`src/rtl/lfo_pkg.sv`:
```
package lfo_pkg;
  localparam int SCALE_W = 3;
  localparam int VAL_W   = 5;
  localparam int CODE_W  = SCALE_W + VAL_W;
  localparam int INC_W   = 12;

  // base step for a scale: zero for scale 0, otherwise 16 doubled scale times
  function automatic logic [INC_W-1:0] rate_base(input logic [SCALE_W-1:0] s);
    if (s == '0) return '0;
    return INC_W'(16) << s;
  endfunction

  // left shift applied to the value field for a scale
  function automatic logic [SCALE_W-1:0] rate_shift(input logic [SCALE_W-1:0] s);
    if (s == '0) return '0;
    return s - SCALE_W'(1);
  endfunction
endpackage

```
`src/rtl/lfo_rate_decode.sv`:
```
module lfo_rate_decode
  import lfo_pkg::*;
(
  input  logic [CODE_W-1:0] code_i,
  output logic [INC_W-1:0]  inc_o
);
  logic [SCALE_W-1:0] scale;
  logic [VAL_W-1:0]   val;

  always_comb begin
    scale = code_i[CODE_W-1:VAL_W];
    val   = code_i[VAL_W-1:0];
    inc_o = rate_base(scale) + (INC_W'(val) << rate_shift(scale));
  end
endmodule

```
`src/rtl/lfo_sweep_seq.sv`:
```
module lfo_sweep_seq #(
  parameter int NUM_OSC = 24,
  localparam int IDX_W  = $clog2(NUM_OSC)
) (
  input  logic             clk,
  input  logic             rst_n,
  input  logic             tick_i,
  output logic             upd_en_o,
  output logic [IDX_W-1:0] upd_idx_o,
  output logic             done_o
);
  localparam logic [IDX_W-1:0] LAST = IDX_W'(NUM_OSC - 1);

  logic             busy_q, busy_d;
  logic [IDX_W-1:0] idx_q, idx_d;
  logic             done_q, done_d;

  always_comb begin
    busy_d = busy_q;
    idx_d  = idx_q;
    done_d = 1'b0;
    if (busy_q) begin
      if (idx_q == LAST) begin
        busy_d = 1'b0;
        idx_d  = '0;
        done_d = 1'b1;
      end else begin
        idx_d = idx_q + IDX_W'(1);
      end
    end else if (tick_i) begin
      busy_d = 1'b1;
      idx_d  = '0;
    end
  end

  always_ff @(posedge clk or negedge rst_n) begin
    if (!rst_n) begin
      busy_q <= 1'b0;
      idx_q  <= '0;
      done_q <= 1'b0;
    end else begin
      busy_q <= busy_d;
      idx_q  <= idx_d;
      done_q <= done_d;
    end
  end

  assign upd_en_o  = busy_q;
  assign upd_idx_o = idx_q;
  assign done_o    = done_q;

  // the visiting index never leaves the bank
  p_idx_range_r3: assert property (@(posedge clk) disable iff (!rst_n)
    busy_q |-> (int'(idx_q) < NUM_OSC));

  // the end-of-sweep pulse lasts one cycle
  p_done_pulse_r7: assert property (@(posedge clk) disable iff (!rst_n)
    done_q |=> !done_q);

  // a strobe during a sweep does not restart the index
  p_tick_ignored_r9: assert property (@(posedge clk) disable iff (!rst_n)
    (busy_q && tick_i && idx_q != LAST) |=> (busy_q && idx_q == $past(idx_q) + IDX_W'(1)));
endmodule

```
`src/rtl/lfo_fold.sv`:
```
module lfo_fold #(
  parameter int PHASE_W = 22,
  localparam int OUT_W  = PHASE_W - 1
) (
  input  logic [PHASE_W-1:0] phase_i,
  output logic [OUT_W-1:0]   fold_o
);
  always_comb begin
    if (phase_i[PHASE_W-1]) fold_o = ~phase_i[OUT_W-1:0];
    else                    fold_o = phase_i[OUT_W-1:0];
  end
endmodule

```
`src/rtl/lfo_bank.sv`:
```
module lfo_bank
  import lfo_pkg::*;
#(
  parameter int NUM_OSC = 24,
  parameter int PHASE_W = 22,
  localparam int IDX_W  = $clog2(NUM_OSC),
  localparam int OUT_W  = PHASE_W - 1
) (
  input  logic              clk,
  input  logic              rst_n,
  input  logic              tick,
  input  logic              wr_en,
  input  logic [IDX_W-1:0]  wr_idx,
  input  logic [CODE_W-1:0] wr_code,
  input  logic              rd_en,
  input  logic [IDX_W-1:0]  rd_idx,
  output logic [OUT_W-1:0]  rd_data,
  output logic              rd_valid,
  output logic              sweep_done
);
  localparam logic [IDX_W-1:0] LAST = IDX_W'(NUM_OSC - 1);

  // reset: asserted at once, released after two clock edges
  logic [1:0] rst_sync_q;
  logic       rst_int_n;

  always_ff @(posedge clk or negedge rst_n) begin
    if (!rst_n) rst_sync_q <= 2'b00;
    else        rst_sync_q <= {rst_sync_q[0], 1'b1};
  end
  assign rst_int_n = rst_sync_q[1];

  // sweep sequencer
  logic             upd_en;
  logic [IDX_W-1:0] upd_idx;

  lfo_sweep_seq #(.NUM_OSC(NUM_OSC)) i_seq (
    .clk       (clk),
    .rst_n     (rst_int_n),
    .tick_i    (tick),
    .upd_en_o  (upd_en),
    .upd_idx_o (upd_idx),
    .done_o    (sweep_done)
  );

  // per-oscillator state
  logic [CODE_W-1:0]  code_q  [NUM_OSC];
  logic [PHASE_W-1:0] phase_q [NUM_OSC];

  // shared datapath: select, decode, add
  logic [CODE_W-1:0]  sel_code;
  logic [PHASE_W-1:0] sel_phase;
  logic [INC_W-1:0]   sel_inc;
  logic [PHASE_W-1:0] sum;

  always_comb begin
    sel_code  = '0;
    sel_phase = '0;
    for (int i = 0; i < NUM_OSC; i++) begin
      if (upd_idx == IDX_W'(i)) begin
        sel_code  = code_q[i];
        sel_phase = phase_q[i];
      end
    end
  end

  lfo_rate_decode i_dec (
    .code_i (sel_code),
    .inc_o  (sel_inc)
  );

  assign sum = sel_phase + PHASE_W'(sel_inc);

  generate
    for (genvar g = 0; g < NUM_OSC; g++) begin : g_osc
      logic code_en, phase_en;
      logic [CODE_W-1:0]  code_d;
      logic [PHASE_W-1:0] phase_d;

      always_comb begin
        code_en  = wr_en && (wr_idx == IDX_W'(g));
        phase_en = upd_en && (upd_idx == IDX_W'(g));
        code_d   = code_en  ? wr_code : code_q[g];
        phase_d  = phase_en ? sum     : phase_q[g];
      end

      always_ff @(posedge clk or negedge rst_int_n) begin
        if (!rst_int_n) begin
          code_q[g]  <= '0;
          phase_q[g] <= '0;
        end else begin
          code_q[g]  <= code_d;
          phase_q[g] <= phase_d;
        end
      end

      // a phase moves only in its own sweep slot, never on a rate write
      p_phase_hold_r8: assert property (@(posedge clk) disable iff (!rst_int_n)
        !(upd_en && upd_idx == IDX_W'(g)) |=> $stable(phase_q[g]));
    end
  endgenerate

  // read port
  logic [PHASE_W-1:0] rd_phase;
  logic [OUT_W-1:0]   rd_fold;
  logic [OUT_W-1:0]   rd_data_d;
  logic               rd_data_q;
  logic [OUT_W-1:0]   rd_q;

  always_comb begin
    rd_phase = '0;
    for (int i = 0; i < NUM_OSC; i++) begin
      if (rd_idx == IDX_W'(i)) rd_phase = phase_q[i];
    end
  end

  lfo_fold #(.PHASE_W(PHASE_W)) i_fold (
    .phase_i (rd_phase),
    .fold_o  (rd_fold)
  );

  assign rd_data_d = rd_en ? rd_fold : rd_q;

  always_ff @(posedge clk or negedge rst_int_n) begin
    if (!rst_int_n) begin
      rd_q      <= '0;
      rd_data_q <= 1'b0;
    end else begin
      rd_q      <= rd_data_d;
      rd_data_q <= rd_en;
    end
  end

  assign rd_data  = rd_q;
  assign rd_valid = rd_data_q;

  // a sampled request is answered on the next cycle
  p_rd_latency_r6: assert property (@(posedge clk) disable iff (!rst_int_n)
    rd_en |=> rd_valid);

  // reads beyond the bank return zero
  p_rd_oob_r10: assert property (@(posedge clk) disable iff (!rst_int_n)
    (rd_en && int'(rd_idx) >= NUM_OSC) |=> (rd_data == '0));

  // the pulse follows the update of the last oscillator
  p_done_after_last_r7: assert property (@(posedge clk) disable iff (!rst_int_n)
    (upd_en && upd_idx == LAST) |=> sweep_done);
endmodule

```
`config.mk`:
```
export PLATFORM = sky130hd
export DESIGN_NAME = lfo_bank
export DESIGN_NICKNAME = d
export VERILOG_FILES = /design/src/rtl/lfo_pkg.sv /design/src/rtl/lfo_rate_decode.sv /design/src/rtl/lfo_sweep_seq.sv /design/src/rtl/lfo_fold.sv /design/src/rtl/lfo_bank.sv
export SDC_FILE = /design/constraint.sdc
export NUM_CORES = 2
export LEC_CHECK = 0
export ABC_AREA = 1
export CAP_MARGIN = 5
export CORE_AREA = 2 2 317 319
export DETAILED_ROUTE_END_ITERATION = 10
export DIE_AREA = 0 0 319 321
export PLACE_DENSITY = 0.67
export SYNTH_ARGS = -nofsm -noshare
export SYNTH_HDL_FRONTEND = slang
export SYNTH_SLANG_ARGS = --single-unit
export TNS_END_PERCENT = 50
```
`constraint.sdc`:
```
create_clock -name clk -period 27.5 [get_ports clk]
set_input_delay 2.75 -clock clk [delete_from_list [all_inputs] [get_ports clk]]
set_output_delay 2.75 -clock clk [all_outputs]
set_load 0.02 [all_outputs]
```
==> reports/metrics.yaml <==
sta:
  hold_ws_ns: 0.352
  tns_ns: 0
  finalClockSkew_ns: 0.0450
  fmax_mhz: 109
  drv_slew: 0
  rsz0062_at_grt: "false"
  finalSetupViolations: 0
  period_needed_ns: 9.16
  tightest_slew_ns: 1.28
  final_hold_viol_count: 0
  finalCritPeriodShare_pct: 33.3
  slew-limit-headroom_pct: 14.5
floorplanning:
  io_pins: 46
  die_area_mm2: 0.102
  die_y_um: 321
  die_x_um: 319
  start_util_pct: 41.5
  core_area_mm2: 0.0993
  rows: 116
routing:
  dr.pass1.iters: 6
  drcViolationCount: 0
  vias: 38600
  routed_wl_um: 140000
  ant_nets: 0
  routed_wire_length_per_instance_um: 20.1
  drtIter0Drc: 5076
  vias_per_cell: 5.54
logic_synthesis:
  syn_avg_cell_area_um2: 7.20
  ys_ff_latch: 751
  synth_adder_area_share_pct: 0.887
  async_reset_ff_share_pct: 100
  yosysUniqueCellTypes: 54
  yosysSeqAreaShare_pct: 45.6
  yosysTopAreaCell: "dfrtp_1"
  muxShareOfSynthArea_pct: 0
  synth-simple-area-share_pct: 29.8
  synth_top_area_share_pct: 45.6
  synthFlopType: "dfrtp_1"
  postSynthCellCount: 5723
  synth_top_family_by_area: "simple AND/OR/NAND/NOR gates"
  synth_compound_area_share_pct: 14.8
  synth_warnings: 0
  syn-num-nets: 5774
  synth-edff-count: 0
  synth_xor_area_share_pct: 0.425
  syn-cell-area_mm2: 0.0412
  yosys-top-cells-area: "dfrtp_1 46%, nand2_1 19%, o21ai_0 9.3%"
finish:
  n_antenna_cell: 0
  multi_input_area_mm2: 0.0190
  fin_nets: 5644
  regArea_mm2: 0.0188
  area_growth_pct: 10.4
  drive_gt1_share_pct: 7.54
  post-route-util_pct: 45.8
  final.fill_count: 9982
worst_setup_path:
  cpMaxStageDelayCell: "nand2_1"
  endpoint_kind: "flip-flop"
  crit_type: "flip-flop to flip-flop"
  crit_path_max_fanout: 36
  slowest_delay_ns: 0.93
  cp.arrival_ns: 9.65
  critPathMostFrequentCell: "nand2_1"
  worstSetupStartpointType: "flip-flop"
  critPathRequiredTime_ns: 27.99
placed_design:
  hpwl_um: 91400
  gp_congestion: 0.913
  portBuffers: 45
global_routing:
  grt_pass1_wl_um: 217000
  overflow: 0
  grt_usage_pct: 27.1
  grt_pass1_vias: 35800
  antenna_found_initial: 3
  grt_max_degree: 174
clock_tree:
  clk-insertion-delay-late_ns: 0.67
  htreeDepth: 3
  cts_sinks: 751
  ctsHoldBuffers: 0
  tritoncts: "built"
  cts_setup_buffers: 0
  cts_buffer_depth: 3
  numCtsBuffers: 84
  cts_resized: 0
  ctsRootBufferMaster: "clkbuf_16"
  clk_pin_slew_ns: 0.06
min_path:
  hp-class: "flip-flop to flip-flop"
run_status:
  status: "complete, no violations"
flow_run:
  drv_cap: 0
worst max-delay path, delay by kind of cell (launching register included):
kind            cells  cell delay, ns
compound gates      4            0.67
xor+xnor            1            0.16
fa+ha+maj           5            1.43
buf+inv             6            0.92
flops               1            0.42
simple gates       36            5.34
cell usage after synthesis (17+ instances only):
library cell	n
o21ai_1	47
o22ai_1	25
o221ai_1	24
nand3_1	452
a221oi_1	32
nand4_1	47
nand2_2	17
o2111ai_1	20
buf_2	48
nor2_1	178
o21ai_0	767
nand2_1	2107
buf_4	18
ha_1	26
o211ai_1	32
or2_2	84
a21oi_1	121
o21ai_2	22
clkbuf_1	262
dfrtp_1	751
inv_1	503
cell type report:
| type | instances | share of cell area, % |
|---|---|---|
| Sequential cell | 751 | 41.3 |
| Clock buffer | 121 | 5.46 |
| Clock inverter | 35 | 0.938 |
| Multi-Input combinational cell | 4095 | 41.8 |
| Tap cell | 1298 | 3.57 |
| Timing Repair Buffer | 137 | 2.59 |
| Inverter | 524 | 4.33 |
flip-flops by register name, indices dropped and copies added (netlist names):
register	flops
phase_q	528
rd_data	21
rd_valid	1
i_seq.upd_idx_o	5
code_q	192
rst_sync_q	2
i_seq.upd_en_o	1
i_seq.done_o	1
path summary, 6_finish.rpt:
path                       cells past startpoint                from             to  slack, ns
max                                           52  i_seq.upd_idx_o[0]   phase_q[390]      18.34
min                                            0       rst_sync_q[0]  rst_sync_q[1]       0.35
max reg2reg                                   52  i_seq.upd_idx_o[0]   phase_q[390]      18.34
min reg2reg                                    0       rst_sync_q[0]  rst_sync_q[1]       0.35
max in group asynchronous                      3       rst_sync_q[1]    phase_q[28]      23.73
min in group asynchronous                      0       rst_sync_q[1]     code_q[93]       0.46
cell usage in the layout, fill, tap and decap left out, types with 45 or more instances in the layout:
cell and n:
dfrtp_1 750, nand4_1 47, o21ai_0 766, clkdlybuf4s50_1 45, buf_4 89, a21oi_1 121, o21ai_1 48, nand2_1 2106
nor2_1 175, or2_2 84, clkbuf_16 86, inv_1 503, nand3_1 452
layer usage:
| layer | track usage [%] | part of all wire [%] | routed length, um |
|---|---|---|---|
| met1 | 37.1 | 42 | 59400 |
| met2 | 41.6 | 44 | 61000 |
| met3 | 4.64 | 8.7 | 12200 |
| met4 | 13.6 | 5.4 | 7530 |
| met5 | 0 | 0 | 0 |
cell families (layout without fill, tap and decap cells):
kind of cell | count (synthesis) | in the layout
AOI/OAI and AO/OA | 1108 | 1108
xor gates and xnor gates | 17 | 17
adders and majority gates | 28 | 28
buffers and inverters | 877 | 817
DFF | 751 | 751
other | 1 | 1
and+or+nand+nor | 2941 | 2941
stage by stage:
| stage | worst slack (ns) | area, um^2 | instances |
|---|---|---|---|
| 4_1_cts | 18.32 | 45500 | 6961 |
| 3_5_place_dp | 18.32 | 42600 | 6805 |
| 3_3_place_gp | 18.45 | 42600 | 6805 |
| 2_1_floorplan | 5.02 | 41200 | 5723 |
| 5_1_grt | 17.41 | 45500 | 6961 |
| 6_report | 18.34 | 45500 | 6961 |
Power is not shown: default switching activity piles up to over one toggle a cycle in this logic, so the estimate is an artifact.
